$ cat src/rtl/vt_xvp_pkg.sv
package vt_xvp_pkg;
   // width of a counter that indexes n slots, never less than one bit
   function automatic int unsigned idx_bits(input int unsigned n);
      return (n > 1) ? $clog2(n) : 1;
   endfunction
endpackage

$ cat src/rtl/vt_xvp_link.sv
module vt_xvp_link #(
   parameter int unsigned W = 32
) (
   input  logic         clk,
   input  logic         rst_n,
   input  logic         in_valid,
   input  logic [W-1:0] in_data,
   output logic         in_ready,
   output logic         out_valid,
   output logic [W-1:0] out_data,
   input  logic         out_ready
);
   logic         full_q;
   logic [W-1:0] data_q;

   // a full slot still accepts when it is emptied in the same cycle
   assign in_ready  = !full_q || out_ready;
   assign out_valid = full_q;
   assign out_data  = data_q;

   always_ff @(posedge clk) begin
      if (!rst_n) begin
         full_q <= 1'b0;
         data_q <= '0;
      end else if (in_valid && in_ready) begin
         full_q <= 1'b1;
         data_q <= in_data;
      end else if (out_ready) begin
         full_q <= 1'b0;
      end
   end


   hold_chk: assert property (@(posedge clk) disable iff (!rst_n)
      out_valid && !out_ready |=> out_valid && $stable(out_data));

   land_chk: assert property (@(posedge clk) disable iff (!rst_n)
      in_valid && in_ready |=> out_valid && out_data == $past(in_data));
endmodule

$ cat src/rtl/vt_xvp_tail_router.sv
module vt_xvp_tail_router #(
   parameter int unsigned W   = 32,
   parameter int unsigned VPL = 4
) (
   input  logic         clk,
   input  logic         rst_n,
   input  logic         s_valid,
   input  logic [W-1:0] s_data,
   output logic         s_ready,
   output logic         w_valid,
   output logic [W-1:0] w_data,
   input  logic         w_ready,
   output logic         d_valid,
   output logic [W-1:0] d_data,
   input  logic         d_ready
);
   import vt_xvp_pkg::*;
   localparam int unsigned CW = idx_bits(VPL);

   logic last;

   generate
      if (VPL == 1) begin : g_single
         // one VP per lane on the tail: every tail send is the final one
         assign last = 1'b1;
      end else begin : g_count
         logic [CW-1:0] slot_q;
         assign last = (slot_q == CW'(VPL - 1));
         always_ff @(posedge clk) begin
            if (!rst_n)
               slot_q <= '0;
            else if (s_valid && s_ready)
               slot_q <= last ? '0 : slot_q + 1'b1;
         end
      end
   endgenerate

   assign w_valid = s_valid && !last;
   assign d_valid = s_valid && last;
   assign w_data  = s_data;
   assign d_data  = s_data;
   assign s_ready = last ? d_ready : w_ready;
endmodule

$ cat src/rtl/vt_xvp_seed_merge.sv
module vt_xvp_seed_merge #(
   parameter int unsigned W = 32
) (
   input  logic         w_valid,
   input  logic [W-1:0] w_data,
   output logic         w_ready,
   input  logic         seed_valid,
   input  logic [W-1:0] seed_data,
   output logic         seed_ready,
   output logic         m_valid,
   output logic [W-1:0] m_data,
   input  logic         m_ready
);
   // the wrapping send from the tail lane wins over the seed
   assign m_valid    = w_valid || seed_valid;
   assign m_data     = w_valid ? w_data : seed_data;
   assign w_ready    = m_ready;
   assign seed_ready = m_ready && !w_valid;
endmodule

$ cat src/rtl/vt_xvp_ring.sv
module vt_xvp_ring #(
   parameter int unsigned NUM_LANES = 4,
   parameter int unsigned NUM_VPS   = 16,
   parameter int unsigned W         = 32
) (
   input  logic                   clk,
   input  logic                   rst_n,
   input  logic [NUM_LANES-1:0]   snd_valid,
   input  logic [NUM_LANES*W-1:0] snd_data,
   output logic [NUM_LANES-1:0]   snd_ready,
   output logic [NUM_LANES-1:0]   rcv_valid,
   output logic [NUM_LANES*W-1:0] rcv_data,
   input  logic [NUM_LANES-1:0]   rcv_ready,
   input  logic                   seed_valid,
   input  logic [W-1:0]           seed_data,
   output logic                   seed_ready,
   output logic                   drain_valid,
   output logic [W-1:0]           drain_data,
   input  logic                   drain_ready
);
   localparam int unsigned VPL  = NUM_VPS / NUM_LANES;
   localparam int unsigned TAIL = NUM_LANES - 1;

   generate
      if (NUM_LANES < 2) begin : g_bad_lanes
         $error("vt_xvp_ring: NUM_LANES must be at least 2");
      end
      if (NUM_VPS % NUM_LANES != 0 || NUM_VPS == 0) begin : g_bad_vps
         $error("vt_xvp_ring: NUM_VPS must be a nonzero multiple of NUM_LANES");
      end
      if (W < 1) begin : g_bad_w
         $error("vt_xvp_ring: W must be at least 1");
      end
   endgenerate

   logic [NUM_LANES-1:0] lk_valid;
   logic [NUM_LANES-1:0] lk_ready;
   logic [W-1:0]         lk_data [NUM_LANES];

   logic         wr_valid, wr_ready;
   logic [W-1:0] wr_data;
   logic         dr_valid, dr_ready;
   logic [W-1:0] dr_data;

   vt_xvp_tail_router #(.W(W), .VPL(VPL)) u_tail (
      .clk     (clk),
      .rst_n   (rst_n),
      .s_valid (snd_valid[TAIL]),
      .s_data  (snd_data[TAIL*W +: W]),
      .s_ready (snd_ready[TAIL]),
      .w_valid (wr_valid),
      .w_data  (wr_data),
      .w_ready (wr_ready),
      .d_valid (dr_valid),
      .d_data  (dr_data),
      .d_ready (dr_ready)
   );

   vt_xvp_seed_merge #(.W(W)) u_merge (
      .w_valid    (wr_valid),
      .w_data     (wr_data),
      .w_ready    (wr_ready),
      .seed_valid (seed_valid),
      .seed_data  (seed_data),
      .seed_ready (seed_ready),
      .m_valid    (lk_valid[0]),
      .m_data     (lk_data[0]),
      .m_ready    (lk_ready[0])
   );

   for (genvar k = 0; k < NUM_LANES; k++) begin : g_lane
      if (k > 0) begin : g_fwd
         // lane k-1 feeds lane k directly
         assign lk_valid[k]   = snd_valid[k-1];
         assign lk_data[k]    = snd_data[(k-1)*W +: W];
         assign snd_ready[k-1] = lk_ready[k];
      end
      vt_xvp_link #(.W(W)) u_link (
         .clk       (clk),
         .rst_n     (rst_n),
         .in_valid  (lk_valid[k]),
         .in_data   (lk_data[k]),
         .in_ready  (lk_ready[k]),
         .out_valid (rcv_valid[k]),
         .out_data  (rcv_data[k*W +: W]),
         .out_ready (rcv_ready[k])
      );
   end

   vt_xvp_link #(.W(W)) u_drain (
      .clk       (clk),
      .rst_n     (rst_n),
      .in_valid  (dr_valid),
      .in_data   (dr_data),
      .in_ready  (dr_ready),
      .out_valid (drain_valid),
      .out_data  (drain_data),
      .out_ready (drain_ready)
   );


   seed_land_chk: assert property (@(posedge clk) disable iff (!rst_n)
      seed_valid && seed_ready |=> rcv_valid[0] && rcv_data[W-1:0] == $past(seed_data));

   tail_land_chk: assert property (@(posedge clk) disable iff (!rst_n)
      snd_valid[TAIL] && snd_ready[TAIL] |=>
         (rcv_valid[0] && rcv_data[W-1:0] == $past(snd_data[TAIL*W +: W])) ||
         (drain_valid && drain_data == $past(snd_data[TAIL*W +: W])));
endmodule

$ cat config.mk
export PLATFORM = sky130hd
export DESIGN_NAME = vt_xvp_ring
export DESIGN_NICKNAME = d
export VERILOG_FILES = /design/src/rtl/vt_xvp_pkg.sv /design/src/rtl/vt_xvp_link.sv /design/src/rtl/vt_xvp_tail_router.sv /design/src/rtl/vt_xvp_seed_merge.sv /design/src/rtl/vt_xvp_ring.sv
export SDC_FILE = /design/constraint.sdc
export NUM_CORES = 1
export LEC_CHECK = 0
export ABC_AREA = 1
export ABC_CLOCK_PERIOD_IN_PS = 2490
export BUFFER_PORTS_ARGS = -buffer_cell sky130_fd_sc_hd__clkbuf_2
export CAP_MARGIN = 20
export CELL_PAD_IN_SITES_DETAIL_PLACEMENT = 1
export CELL_PAD_IN_SITES_GLOBAL_PLACEMENT = 1
export CORE_MARGIN = 5
export CORE_UTILIZATION = 33
export CTS_CLUSTER_SIZE = 40
export DETAILED_ROUTE_END_ITERATION = 6
export HOLD_SLACK_MARGIN = 0.06
export PLACE_DENSITY_LB_ADDON = 0.05
export SYNTH_ARGS = -nofsm -noshare
export SYNTH_HDL_FRONTEND = slang
export SYNTH_HIERARCHICAL = 1
export SYNTH_SLANG_ARGS = --single-unit
$ cat constraint.sdc
create_clock -name clk -period 2.49 [get_ports clk]
set_clock_uncertainty 0.15 [all_clocks]
set_input_delay 0.249 -clock clk [delete_from_list [all_inputs] [get_ports clk]]
set_output_delay 0.249 -clock clk [all_outputs]
set_load 0.02 [all_outputs]
* Word level (Yosys, flattened, before mapping)
Cells that the tools add are included.
** Storage, ports and cells
- Bits of input ports :: 172
- Register bits after elaboration :: 167
- Output and inout port bits :: 170
** Operators by class
- Reduce and logical (&&, ||, !) cells :: 27
- Equal/unequal tests :: 1
- Multiplexer cells :: 13
- $add $sub $neg :: 1
** Operators with widths (number)
- two-way mux 32 bit :: 1
- two-way mux 1 bit :: 11
- nonzero test 2 bit :: 5
- logical AND 1 bit :: 9
- zero test 1 bit :: 7
- logical OR 1 bit :: 6
- adder 2 x 1 -> 2 bit, second input constant :: 1
- equality test 2 bit, second input constant :: 1
- two-way mux 2 bit :: 1

* Logic depth before layout (Yosys ltp)
- Word-level depth :: 6
- Mapped depth :: 11
- Gate-level depth less buffers :: 9

* Cells and area by module
Netlist, hierarchy kept.
** Modules (own cells, without submodules)
- vt_xvp_link :: sequential area each 660.6 µm², area an instance 1486.4 µm², times used 5, cells an instance 215
- vt_xvp_tail_router :: sequential area each 40.0 µm², area an instance 640.6 µm², times used 1, cells an instance 90
- vt_xvp_seed_merge :: sequential area each 0.0 µm², area an instance 485.5 µm², times used 1, cells an instance 108
- vt_xvp_ring :: sequential area each 0.0 µm², area an instance 22.5 µm², times used 1, cells an instance 3

* Least setup slack after synthesis
No wires, ideal clock.
- Path type :: reg2reg
- From :: register u_tail.g_count.slot_q[0]
- To :: register g_lane[0].u_link.data_q[10]
- Library setup time :: 0.115 ns
- Data required time :: 2.225 ns
- Stages on the path, launching flop included :: 9
- Slack :: 0.697 ns
- Arrival :: 1.528 ns
- Path through :: dfxtp_1 ha_1 nor2_1 buf_6 or2_2 buf_2 buf_2 a21oi_1 nor2_1
** Between the ends
- Longest elaborated chain between the ends :: 5
** RTL lines
- start: declaration :: line vt_xvp_tail_router.sv:27 : logic [CW-1:0] slot_q;
- start signal: assignment :: line vt_xvp_tail_router.sv:33 : slot_q <= last ? '0 : slot_q + 1'b1;
- equality test 2 bit :: line vt_xvp_tail_router.sv:28 : assign last = (slot_q == CW'(VPL - 1));
- zero test 1 bit :: line vt_xvp_tail_router.sv:38 : assign w_valid = s_valid && !last;
- logical AND 1 bit :: line vt_xvp_tail_router.sv:38
- net wr_valid :: line vt_xvp_ring.sv:40 : logic wr_valid, wr_ready;
- logical OR 1 bit :: line vt_xvp_seed_merge.sv:15 : assign m_valid = w_valid || seed_valid;
- net lk_valid[0] :: line vt_xvp_ring.sv:36 : logic [NUM_LANES-1:0] lk_valid;
- logical AND 1 bit :: line vt_xvp_link.sv:25 : end else if (in_valid && in_ready) begin
- end signal: assignment :: line vt_xvp_link.sv:27 : data_q <= in_data;
- end: declaration :: line vt_xvp_link.sv:14 : logic [W-1:0] data_q;
The timed path passes the listed nets, and every way through them passes these cells.
A chain may end at the register's enable or synchronous reset.

* Final worst setup path
- From :: register u_tail.g_count.slot_q[0]
- To :: output seed_ready
** Between the ends
- Longest elaborated chain between the ends :: 5
** RTL lines
- equality test 2 bit :: line vt_xvp_tail_router.sv:28
- zero test 1 bit :: line vt_xvp_tail_router.sv:38
- logical AND 1 bit :: line vt_xvp_tail_router.sv:38
- net wr_valid :: line vt_xvp_ring.sv:40
- zero test 1 bit :: line vt_xvp_seed_merge.sv:18 : assign seed_ready = m_ready && !w_valid;
- logical AND 1 bit :: line vt_xvp_seed_merge.sv:18
- end: declaration :: line vt_xvp_ring.sv:16 : output logic seed_ready,
The timed path passes the listed nets, and every way through them passes these cells.

==> impl_results.md <==
* Clock Sink Count at 167
* Data required time of the critical path at between 2 and 2.5 ns
* Reg clk slew, reported paths at approximately 0.070 ns
* DRT antenna net count at 0
* Hold Vio Cnt, Final at 0
* Vias post-DR at 8781
* CTS buffer count at 17
* Start of the worst register-to-register path: u_tail/g_count.slot_q[0]
* Data arrival time of the critical path at between 1.5 and 2 ns
* Final core utilization at between 40% and 50%
* Setup Viol. Count Final at 0
* Largest area contributor in the synthesized netlist: sky130_fd_sc_hd__dfxtp_1
* Overall routed net length at 29400 um
* Number of antenna violations at the first check in global routing at 2
* Crit path time final at ~2.2 ns
* Internal power contribution at approximately 5 mW
* Area of the core region at around 26000 sq um
* Worst Setup SP: u_tail/g_count.slot_q[0]
* 1st-pass router iterations at 4
* Via density at roughly 4.5
* Syn-to-layout area delta at 35.1%
* Average wire per standard cell at between 10 and 15 um
* Power share of the sequential group at 41.4%
* CP startpoint kind: flop
* Latest clock arrival within the worst-skew pair at roughly 0.42 ns
* Placer Congestion at just under 0.8
* Peak clock frequency supported by timing at between 400 and 500 MHz
* Clock buffer depth at 2
* Wire length of the first global-routing pass at between 40000 and 50000 um
* Sequential fraction of the synthesis area at ~40%
* Result of the run: completed
* Placed Area at ~9700 sq um
* TritonCTS clock tree: yes
* Half-perimeter wire length after placement at about 20000 um
* Ports placed on the boundary at between 300 and 400
* Largest net degree at the start of global routing at 94
* Max IR drop VDD at around 0.0003 V
* Fraction of the cycle the final worst path needs at about nine tenths
* Final design area excluding fillers at ~12000 sq um
* Starting utilization of the core area at about 33%
* Synthesized net count at ~1500
* Total congestion overflow after global routing at 0
* Depth of the CTS H-tree at 4
* Critical setup path kind: flop to primary output
* Post-synthesis average cell area at ~6.7 sq um
* Hold wc startpoint: seed_data[28]
* Number of max-slew violations in the final report at 0
* Global Route Usage Sum at a little under a fifth
* Die boundary height at about 170 um
* Min-delay worst type: input pin to flop
* Synth unique cells at 18
* Number of core rows at 59
* Power density over the cells at between 600 and 700 nW/um^2
* Die Footprint at around 30000 sq um
* Capturing element type of the critical path: primary output
* Switch Pwr at ~2.2 mW
* Slew HR at 57.1%
* Largest driver fanout on the critical path at 34
* Setup TNS at 0 ns
* Number of gates resized after CTS at 0
* Least-Margin Pin Slew at approximately 0.64 ns
* First-iteration detailed-routing DRC count at around 370
* Max-cap check violation count at 0
* Number of synthesis warnings at 6
* # nets final at around 1800
* Proportion of power drawn by combinational gates at 21.4%
* Buffers on Ports at approximately 340
* Post-synth design cell area at between 8000 and 9000 sq um
* Die Wd at 171 um
* Setup repair after global routing missed its margin: false
* LEAKAGE at around 6.4 nW
* Vias in the first global route at about 8600
* Synth top area share at around 39%
* DRC viols at 0
* Synthesized netlist cell count at approximately 1300
* Clock group share of total power at between 30% and 40%
* Main area contributors after synthesis: sky130_fd_sc_hd__dfxtp_1 39%, sky130_fd_sc_hd__nand2_1 11%, sky130_fd_sc_hd__a21oi_1 9.3%
* Post-synthesis sequential element count at around 170
* Sw Share at between 30% and 40%
* Proportion of layout cells with a drive suffix above 1 at 24.9%
* Root buf cell: sky130_fd_sc_hd__clkbuf_16
## final timing paths
path / to / slack [ns] / cells past startpoint
setup / recovery: seed_ready / 0.30 / 5
hold / removal: g_lane[0].u_link/out_data[28] / 0.09 / 7
setup reg to reg: g_lane[0].u_link/out_data[14] / 0.55 / 10
hold reg to reg: g_lane[0].u_link/out_data[9] / 0.33 / 2
## placed cells by master (no fill, tap or decap), types with 2 or more instances in the layout
master                          instances
sky130_fd_sc_hd__a21boi_1               5
sky130_fd_sc_hd__a21oi_1              160
sky130_fd_sc_hd__buf_12                 7
sky130_fd_sc_hd__buf_4                 11
sky130_fd_sc_hd__bufinv_16              2
sky130_fd_sc_hd__clkbuf_1               2
sky130_fd_sc_hd__clkbuf_16             17
sky130_fd_sc_hd__clkbuf_2             340
sky130_fd_sc_hd__clkinvlp_4             5
sky130_fd_sc_hd__dfxtp_1              167
sky130_fd_sc_hd__dlygate4sd3_1        129
sky130_fd_sc_hd__ha_1                   2
sky130_fd_sc_hd__inv_1                177
sky130_fd_sc_hd__inv_6                  4
sky130_fd_sc_hd__inv_8                  2
sky130_fd_sc_hd__nand2_1              255
sky130_fd_sc_hd__nand2_2               13
sky130_fd_sc_hd__nand3_1              160
sky130_fd_sc_hd__nor2_1               166
## synth_stat cells
library cell,number
sky130_fd_sc_hd__nand3_2,1
sky130_fd_sc_hd__nand2_2,8
sky130_fd_sc_hd__buf_6,29
sky130_fd_sc_hd__or2_2,1
sky130_fd_sc_hd__nand2_1,260
sky130_fd_sc_hd__inv_1,178
sky130_fd_sc_hd__clkbuf_1,10
sky130_fd_sc_hd__buf_2,40
sky130_fd_sc_hd__nand3_1,160
sky130_fd_sc_hd__a21boi_1,5
sky130_fd_sc_hd__a21oi_1,160
sky130_fd_sc_hd__and2_2,1
sky130_fd_sc_hd__ha_1,2
sky130_fd_sc_hd__dfxtp_1,167
sky130_fd_sc_hd__inv_8,1
sky130_fd_sc_hd__nor2_1,167
sky130_fd_sc_hd__buf_8,1
sky130_fd_sc_hd__buf_4,85
## metrics by stage
step / cells / power (mW) / hold WS [ns] / setup slack [ns]
floorplan: 1276 / 4.00 / 0.219 / 0.697
global placement: 1804 / 4.39 / 0.309 / 0.634
detailed placement: 1804 / 4.42 / 0.319 / 0.556
CTS: 1964 / 7.29 / 0.0730 / 0.256
global route: 1964 / 7.58 / 0.112 / 0.185
finish: 1965 / 7.17 / 0.0903 / 0.297
## flip-flops by register name, summed over array words and instances (netlist names)
name                     cells
u_drain/out_data            32
u_tail/g_count.slot_q        2
g_lane.u_link/out_valid      4
g_lane.u_link/out_data     128
u_drain/out_valid            1
## critical path, stage by stage (launching register included)
cell and delay, ns:
sky130_fd_sc_hd__dfxtp_1 0.35, sky130_fd_sc_hd__ha_1 0.25, sky130_fd_sc_hd__nor2_2 0.13, sky130_fd_sc_hd__buf_4 0.36
sky130_fd_sc_hd__nor2_1 0.10, sky130_fd_sc_hd__clkbuf_2 0.18
## routing by layer
layer  vias up  share of wire (%)  track usage [%]
li1       4536                  -                -
met1      3983                 46             25.3
met2       218                 45             30.3
met3        40                6.7             5.81
met4         4                2.0             5.27
met5         -              0.048                0
## layout make-up
class                   instances  area, sq um
diodes                          1         2.50
multi-input cells             765         3360
fillers                      3368        14200
inverters                     179          679
well taps                     335          419
clock inverters                12          144
clock buffers                  19          433
repair buffers                487         3220
flip-flops and latches        167         3340
## cell families after synthesis
logic type | count (synthesis) | synth area share [%]
simple gates | 598 | 28.9
flops | 167 | 39.0
compound gates | 165 | 9.77
buf+inv | 344 | 22.1
fa+ha+maj | 2 | 0.292
## power by group through the flow
| stage | Combinational [mW] | Clock (mW) | Sequential (mW) |
|---|---|---|---|
| 6_report | 1.54 | 2.66 | 2.97 |
| 5_1_grt | 1.71 | 2.88 | 2.99 |
| 2_1_floorplan | 0.746 | 0 | 3.25 |
| 3_5_place_dp | 1.38 | 0 | 3.03 |
| 3_3_place_gp | 1.37 | 0 | 3.03 |
| 4_1_cts | 1.55 | 2.76 | 2.97 |
## what timing repair did
item                                    in CTS  in global routing
hold endpoints to repair                   130                  0
buffers inserted                             0                  0
hold buffers                               129                  0
endpoints found under the setup margin       0                  0
Note: power is estimated with default switching activity, not from simulation.
